[config.mk]
export PLATFORM = sky130hd
export DESIGN_NAME = period_match_timer
export DESIGN_NICKNAME = d
export VERILOG_FILES = /design/src/rtl/pmt_pkg.sv /design/src/rtl/pmt_prescaler.sv /design/src/rtl/pmt_count_core.sv /design/src/rtl/pmt_postscaler.sv /design/src/rtl/period_match_timer.sv
export SDC_FILE = /design/constraint.sdc
export NUM_CORES = 1
export LEC_CHECK = 0
export BUFFER_PORTS_ARGS = -buffer_cell sky130_fd_sc_hd__buf_2
export CORE_MARGIN = 2
export CORE_UTILIZATION = 45
export CTS_CLUSTER_DIAMETER = 60
export CTS_CLUSTER_SIZE = 30
export DETAILED_ROUTE_END_ITERATION = 12
export GPL_ROUTABILITY_DRIVEN = 0
export GPL_TIMING_DRIVEN = 0
export SYNTH_ARGS = -nofsm -noshare
export SYNTH_HDL_FRONTEND = slang
export SYNTH_SLANG_ARGS = --single-unit
[constraint.sdc]
create_clock -name clk -period 2.45 [get_ports clk]
set_input_delay 0.245 -clock clk [delete_from_list [all_inputs] [get_ports clk]]
set_output_delay 0.245 -clock clk [all_outputs]
set_load 0.02 [all_outputs]
[src/rtl/pmt_pkg.sv]
package pmt_pkg;

    localparam int ADDR_W = 2;
    localparam int CTRL_W = 8;

    typedef enum logic [ADDR_W-1:0] {
        REG_COUNT  = 2'd0,
        REG_PERIOD = 2'd1,
        REG_CTRL   = 2'd2,
        REG_NONE   = 2'd3
    } reg_sel_e;

    typedef enum logic {
        FLAG_CLEAR  = 1'b0,
        FLAG_RAISED = 1'b1
    } flag_state_e;

    typedef struct packed {
        logic       rsvd;
        logic [3:0] post_sel;
        logic       run;
        logic [1:0] pre_sel;
    } ctrl_t;

endpackage

[src/rtl/pmt_prescaler.sv]
module pmt_prescaler #(
    parameter int PRE_W = 4
) (
    input  logic       clk,
    input  logic       rst_n,
    input  logic       tick_en,
    input  logic       run,
    input  logic       clr,
    input  logic [1:0] sel,
    output logic       inc
);

    logic [PRE_W-1:0] pre_cnt;
    logic [PRE_W-1:0] limit;

    always_comb begin
        unique case (sel)
            2'b00:   limit = '0;
            2'b01:   limit = PRE_W'(3);
            default: limit = PRE_W'(15);
        endcase
    end

    assign inc = tick_en && run && !clr && (pre_cnt == limit);

    always_ff @(posedge clk) begin
        if (!rst_n) begin
            pre_cnt <= '0;
        end else if (clr) begin
            pre_cnt <= '0;
        end else if (tick_en && run) begin
            if (pre_cnt == limit) pre_cnt <= '0;
            else                  pre_cnt <= pre_cnt + 1'b1;
        end
    end

    p_pre_range_r3: assert property (@(posedge clk) disable iff (!rst_n)
        $past(clr) |-> pre_cnt <= limit);

    p_pre_clear_r7: assert property (@(posedge clk) disable iff (!rst_n)
        clr |=> pre_cnt == '0);

    p_pre_idle_r6: assert property (@(posedge clk) disable iff (!rst_n)
        !run |-> !inc);

endmodule

[src/rtl/pmt_count_core.sv]
module pmt_count_core #(
    parameter int CNT_W = 8
) (
    input  logic             clk,
    input  logic             rst_n,
    input  logic             inc,
    input  logic             cnt_wr,
    input  logic [CNT_W-1:0] wdata,
    input  logic [CNT_W-1:0] period,
    output logic [CNT_W-1:0] cnt,
    output logic             match_ev,
    output logic             match_q
);

    assign match_ev = inc && (cnt == period);

    always_ff @(posedge clk) begin
        if (!rst_n) begin
            cnt <= '0;
        end else if (cnt_wr) begin
            cnt <= wdata;
        end else if (inc) begin
            if (cnt == period) cnt <= '0;
            else               cnt <= cnt + 1'b1;
        end
    end

    always_ff @(posedge clk) begin
        if (!rst_n) match_q <= 1'b0;
        else        match_q <= match_ev;
    end

    p_step_r2: assert property (@(posedge clk) disable iff (!rst_n)
        inc && !cnt_wr && (cnt != period) |=> cnt == CNT_W'($past(cnt) + 1'b1));

    p_wrap_r2: assert property (@(posedge clk) disable iff (!rst_n)
        inc && !cnt_wr && (cnt == period) |=> cnt == '0 && match_q);

    p_hold_r6: assert property (@(posedge clk) disable iff (!rst_n)
        !inc && !cnt_wr |=> $stable(cnt));

    p_wr_wins_r8: assert property (@(posedge clk) disable iff (!rst_n)
        cnt_wr |=> cnt == $past(wdata));

    p_strobe_cause_r10: assert property (@(posedge clk) disable iff (!rst_n)
        !match_ev |=> !match_q);

endmodule

[src/rtl/pmt_postscaler.sv]
module pmt_postscaler #(
    parameter int POST_W = 4
) (
    input  logic              clk,
    input  logic              rst_n,
    input  logic              clr,
    input  logic              match_ev,
    input  logic [POST_W-1:0] sel,
    input  logic              flag_clr,
    output logic              flag
);

    import pmt_pkg::*;

    logic [POST_W-1:0] post_cnt;
    logic              set_ev;
    flag_state_e       state_q;
    flag_state_e       state_d;

    assign set_ev = match_ev && !clr && (post_cnt == sel);

    always_ff @(posedge clk) begin
        if (!rst_n) begin
            post_cnt <= '0;
        end else if (clr) begin
            post_cnt <= '0;
        end else if (match_ev) begin
            if (post_cnt == sel) post_cnt <= '0;
            else                 post_cnt <= post_cnt + 1'b1;
        end
    end

    always_ff @(posedge clk) begin
        if (!rst_n) state_q <= FLAG_CLEAR;
        else        state_q <= state_d;
    end

    always_comb begin
        state_d = state_q;
        unique case (state_q)
            FLAG_CLEAR:  if (set_ev)              state_d = FLAG_RAISED;
            FLAG_RAISED: if (flag_clr && !set_ev) state_d = FLAG_CLEAR;
            default:                              state_d = FLAG_CLEAR;
        endcase
    end

    always_comb begin
        flag = (state_q == FLAG_RAISED);
    end

    p_post_range_r4: assert property (@(posedge clk) disable iff (!rst_n)
        $past(clr) |-> post_cnt <= sel);

    p_post_clear_r7: assert property (@(posedge clk) disable iff (!rst_n)
        clr |=> post_cnt == '0);

    p_set_wins_r9: assert property (@(posedge clk) disable iff (!rst_n)
        set_ev |=> flag);

    p_sticky_r9: assert property (@(posedge clk) disable iff (!rst_n)
        flag && !flag_clr |=> flag);

    p_ack_r9: assert property (@(posedge clk) disable iff (!rst_n)
        flag_clr && !set_ev |=> !flag);

endmodule

[src/rtl/period_match_timer.sv]
module period_match_timer #(
    parameter int CNT_W  = 8,
    parameter int POST_W = 4,
    parameter int PRE_W  = 4
) (
    input  logic             clk,
    input  logic             rst_n,
    input  logic             tick_en,
    input  logic             bus_wr,
    input  logic [1:0]       bus_addr,
    input  logic [CNT_W-1:0] bus_wdata,
    output logic [CNT_W-1:0] bus_rdata,
    input  logic             flag_clr,
    output logic             irq_flag,
    output logic             match_strobe
);

    import pmt_pkg::*;

    localparam int PAD_W = CNT_W - CTRL_W;

    ctrl_t            ctrl_q;
    logic [CNT_W-1:0] period_q;
    logic [CNT_W-1:0] cnt;
    logic             cnt_wr;
    logic             ctrl_wr;
    logic             per_wr;
    logic             scaler_clr;
    logic             inc;
    logic             match_ev;

    assign cnt_wr     = bus_wr && (reg_sel_e'(bus_addr) == REG_COUNT);
    assign per_wr     = bus_wr && (reg_sel_e'(bus_addr) == REG_PERIOD);
    assign ctrl_wr    = bus_wr && (reg_sel_e'(bus_addr) == REG_CTRL);
    assign scaler_clr = cnt_wr || ctrl_wr;

    always_ff @(posedge clk) begin
        if (!rst_n)      period_q <= '1;
        else if (per_wr) period_q <= bus_wdata;
    end

    always_ff @(posedge clk) begin
        if (!rst_n) begin
            ctrl_q <= '0;
        end else if (ctrl_wr) begin
            ctrl_q      <= ctrl_t'(bus_wdata[CTRL_W-1:0]);
            ctrl_q.rsvd <= 1'b0;
        end
    end

    always_comb begin
        unique case (reg_sel_e'(bus_addr))
            REG_COUNT:  bus_rdata = cnt;
            REG_PERIOD: bus_rdata = period_q;
            REG_CTRL:   bus_rdata = {{PAD_W{1'b0}}, ctrl_q};
            default:    bus_rdata = '0;
        endcase
    end

    pmt_prescaler #(.PRE_W(PRE_W)) u_pre (
        .clk     (clk),
        .rst_n   (rst_n),
        .tick_en (tick_en),
        .run     (ctrl_q.run),
        .clr     (scaler_clr),
        .sel     (ctrl_q.pre_sel),
        .inc     (inc)
    );

    pmt_count_core #(.CNT_W(CNT_W)) u_core (
        .clk      (clk),
        .rst_n    (rst_n),
        .inc      (inc),
        .cnt_wr   (cnt_wr),
        .wdata    (bus_wdata),
        .period   (period_q),
        .cnt      (cnt),
        .match_ev (match_ev),
        .match_q  (match_strobe)
    );

    pmt_postscaler #(.POST_W(POST_W)) u_post (
        .clk      (clk),
        .rst_n    (rst_n),
        .clr      (scaler_clr),
        .match_ev (match_ev),
        .sel      (ctrl_q.post_sel),
        .flag_clr (flag_clr),
        .flag     (irq_flag)
    );

    p_ctrl_keeps_count_r7: assert property (@(posedge clk) disable iff (!rst_n)
        ctrl_wr |=> $stable(cnt));

    p_rsvd_zero_r5: assert property (@(posedge clk) disable iff (!rst_n)
        ctrl_q.rsvd == 1'b0);

    p_zero_period_r11: assert property (@(posedge clk) disable iff (!rst_n)
        inc && !cnt_wr && period_q == '0 && cnt == '0 |=> cnt == '0 && match_strobe);

endmodule

==> impl_metrics.toml <==
[clocking]
clock-sinks = 33
clk_path_buf_depth = 2
insertion_delay_ns = 0.29
ctsHoldBuffers = 0
cts_setup_buffers = 0
cts_tree = "done"
cts_resized = 0
cts-root-buf = "clkbuf_8"
numCtsBuffers = 5
h-tree-depth = 2
clk_pin_slew_worst_paths_ns = 0.07

[timing]
fmax_mhz = 445.0
hold_viol_final = 0
period_needed_ns = 2.247
finalClockSkew_ns = 0.007666
max_slew_margin_pct = 35.88
finalMaxSlewViolations = 0
setup_viol = 0
worst_pin_slew_ns = 0.9529
final.setup.tns_ns = 0
finalCritPeriodShare_pct = 91.72
rsz0062_at_grt = "false"
setup_ws_ns = 0.2027

[finish]
seqCellArea_um2 = 660.6
n_antenna_cell = 0
syn2layout_area_growth_pct = 14.03
multi_input_area_um2 = 1184
fin_nets = 284
drive_above_1_share_pct = 16.48
fill_cells = 430

[global_routing]
use_met2_pct = 37.02
grt_util_met1_pct = 30.13
grt_max_degree = 11
grt_pass1_vias = 1540
grt_pass1_wl_um = 7810
top_usage_layer = "met2"
grt_use_total_pct = 23.07
antenna_found_initial = 0
grtUsageMet3_pct = 5.032
grt.overflow.total = 0

[pwr]
leakagePower_uw = 0.0008533
power.density_nw_per_um2 = 525.9
ir_worst_vdd_uv = 268.3

[synthesis]
synth.largest_area_cell = "dfxtp_1"
synth.area.top_cells = "dfxtp_1 35%, nand2_1 8.9%, xor2_1 6.9%"
syn_avg_cell_area_um2 = 8.045
netlist_top_cells_count = "45 x nand2_1, 33 x dfxtp_1, 25 x nand3_1"
synth.top_cell.area_share_pct = 34.94
ys_warn_count = 0
syn_area_um2 = 1891
seq_area_frac_synth_pct = 34.94
syn_inst = 235
synth-seq-cells = 33
synth_edf_count = 0
synth_cell_types = 48
syn_nets = 253
ys_async_sr_fraction_pct = 0
synth_most_common_cell = "nand2_1"
synth_flop_cell = "dfxtp_1"

[setup_path]
cp_num_cells = 5
worst-r2r-cell-count = 5
regToRegSetupSlack_ns = 0.20
end_kind = "flip-flop"
cp-start-kind = "flip-flop"
path_cells = "xor2_1 -> nor4_2 -> nand2_1 -> or4_1 -> a21oi_1"
path_max_fanout = 9
cp_slowest_stage_delay_ns = 0.59
cp_num_buf_inv = 0
critPathKind = "reg2reg"
worstPathRequired_ns = 2.68
cp_slowest_cell = "or4_1"
r2r-start = "u_core.cnt[0]$_SDFFE_PN0P_"
crit_arrival_ns = 2.48
critPathLaunch = "u_core.cnt[0]$_SDFFE_PN0P_"
cp_top_family = "simple AND/OR/NAND/NOR gates"

[die]
ios = 25
die_height_um = 68.82
core-area_um2 = 4029
start_util_pct = 46.93
num_rows = 23
die-area_um2 = 4736
die_w_um = 68.82

[detailed_routing]
dr.pass1.iters = 4
viasPerCell = 5.580
drtIter0Drc = 84
wl_um = 4969
vias = 1769
antenna_left = 0
remaining_drc_errors = 0
post_drt_wl_per_cell_um = 15.68

[job]
drv_cap = 0

[worst_hold_path]
min_from = "bus_wdata[7]"
min_path_type = "in2reg"
worstHoldPathCells = 3

[placed_design]
portBuffers = 24
pre_cts_ws_ns = 0.2210
dp_hpwl_um = 3702

[run_status]
status = "finished clean"
-- worst reg2reg max path, stage by stage (launching register included) --
cell,delay [ns]
dfxtp_1,0.49
xor2_1,0.13
nor4_2,0.50
nand2_1,0.35
or4_1,0.59
a21oi_1,0.14
-- cells by family after synthesis --
group | Yosys count | share of synthesized area [%]
and+or+nand+nor | 112 | 30.51
AOI/OAI and AO/OA | 50 | 18.00
DFF | 33 | 34.94
xor gates and xnor gates | 17 | 7.876
buffers and inverters | 12 | 2.448
muxes | 8 | 4.236
adders and majority gates | 3 | 1.986
-- where the power goes --
part           switching, uW  total [uW]  leakage [uW]  internal, uW
clock network            213         410     0.0000450           197
registers               20.9         574      0.000268           553
logic                   91.8         150      0.000540          58.0
total                    326        1130      0.000853           808
-- metrics by stage --
stage / hold slack, ns / cells / utilization [%] / power (uW) / instance area, um^2
2_1_floorplan: 0.3690 / 235 / - / 680.0 / 1891
3_3_place_gp: 0.4543 / 309 / 51.46 / 735.1 / 2073
3_5_place_dp: 0.4623 / 309 / 51.46 / 736.1 / 2073
4_1_cts: 0.1855 / 317 / 53.51 / 1142 / 2156
5_1_grt: 0.2137 / 317 / 53.51 / 1179 / 2156
6_report: 0.1874 / 317 / 53.51 / 1134 / 2156
-- cells in the final DEF, fill, tap and decap left out, types with 3 or more instances in the layout --
master,instances
nand2b_1,3
nor2_1,7
xor2_1,15
nand3_1,25
mux2i_1,8
a211oi_1,3
dfxtp_1,33
ha_1,3
nor3_1,5
buf_2,25
a21oi_1,7
o21ai_0,15
o21a_1,4
nand2_1,45
a21boi_0,9
clkbuf_1,9
clkbuf_8,5
-- worst paths after layout --
| kind | end |
|---|---|
| setup / recovery | u_post.post_cnt[2]$_SDFFE_PP0P_ |
| hold / removal | period_q[7]$_SDFFE_PN1P_ |
| setup reg to reg | u_post.post_cnt[2]$_SDFFE_PP0P_ |
| hold reg to reg | u_post.flag$_SDFF_PN0_ |
-- sequential cells by signal (all words and copies together), names as in the netlist --
signal	cells
u_pre.pre_cnt	4
u_core.match_q	1
u_core.cnt	8
u_post.post_cnt	4
ctrl_q	7
u_post.flag	1
period_q	8
-- layer usage --
| metal | vias to the layer above | wire length, um |
|---|---|---|
| met4 | 0 | 115 |
| li1 | 899 | - |
| met3 | 10 | 191 |
| met2 | 34 | 2304 |
| met5 | - | 0 |
| met1 | 826 | 2358 |
-- layout make-up --
cell class	count	area share, %
Inverter	1	0.1741
Multi-Input combinational cell	190	54.90
Tap cell	50	2.902
Timing Repair Buffer	24	5.572
Clock buffer	6	3.366
Buffer	11	1.973
Sequential cell	33	30.64
Clock inverter	2	0.4643
Note: power is estimated with default switching activity, not from simulation.
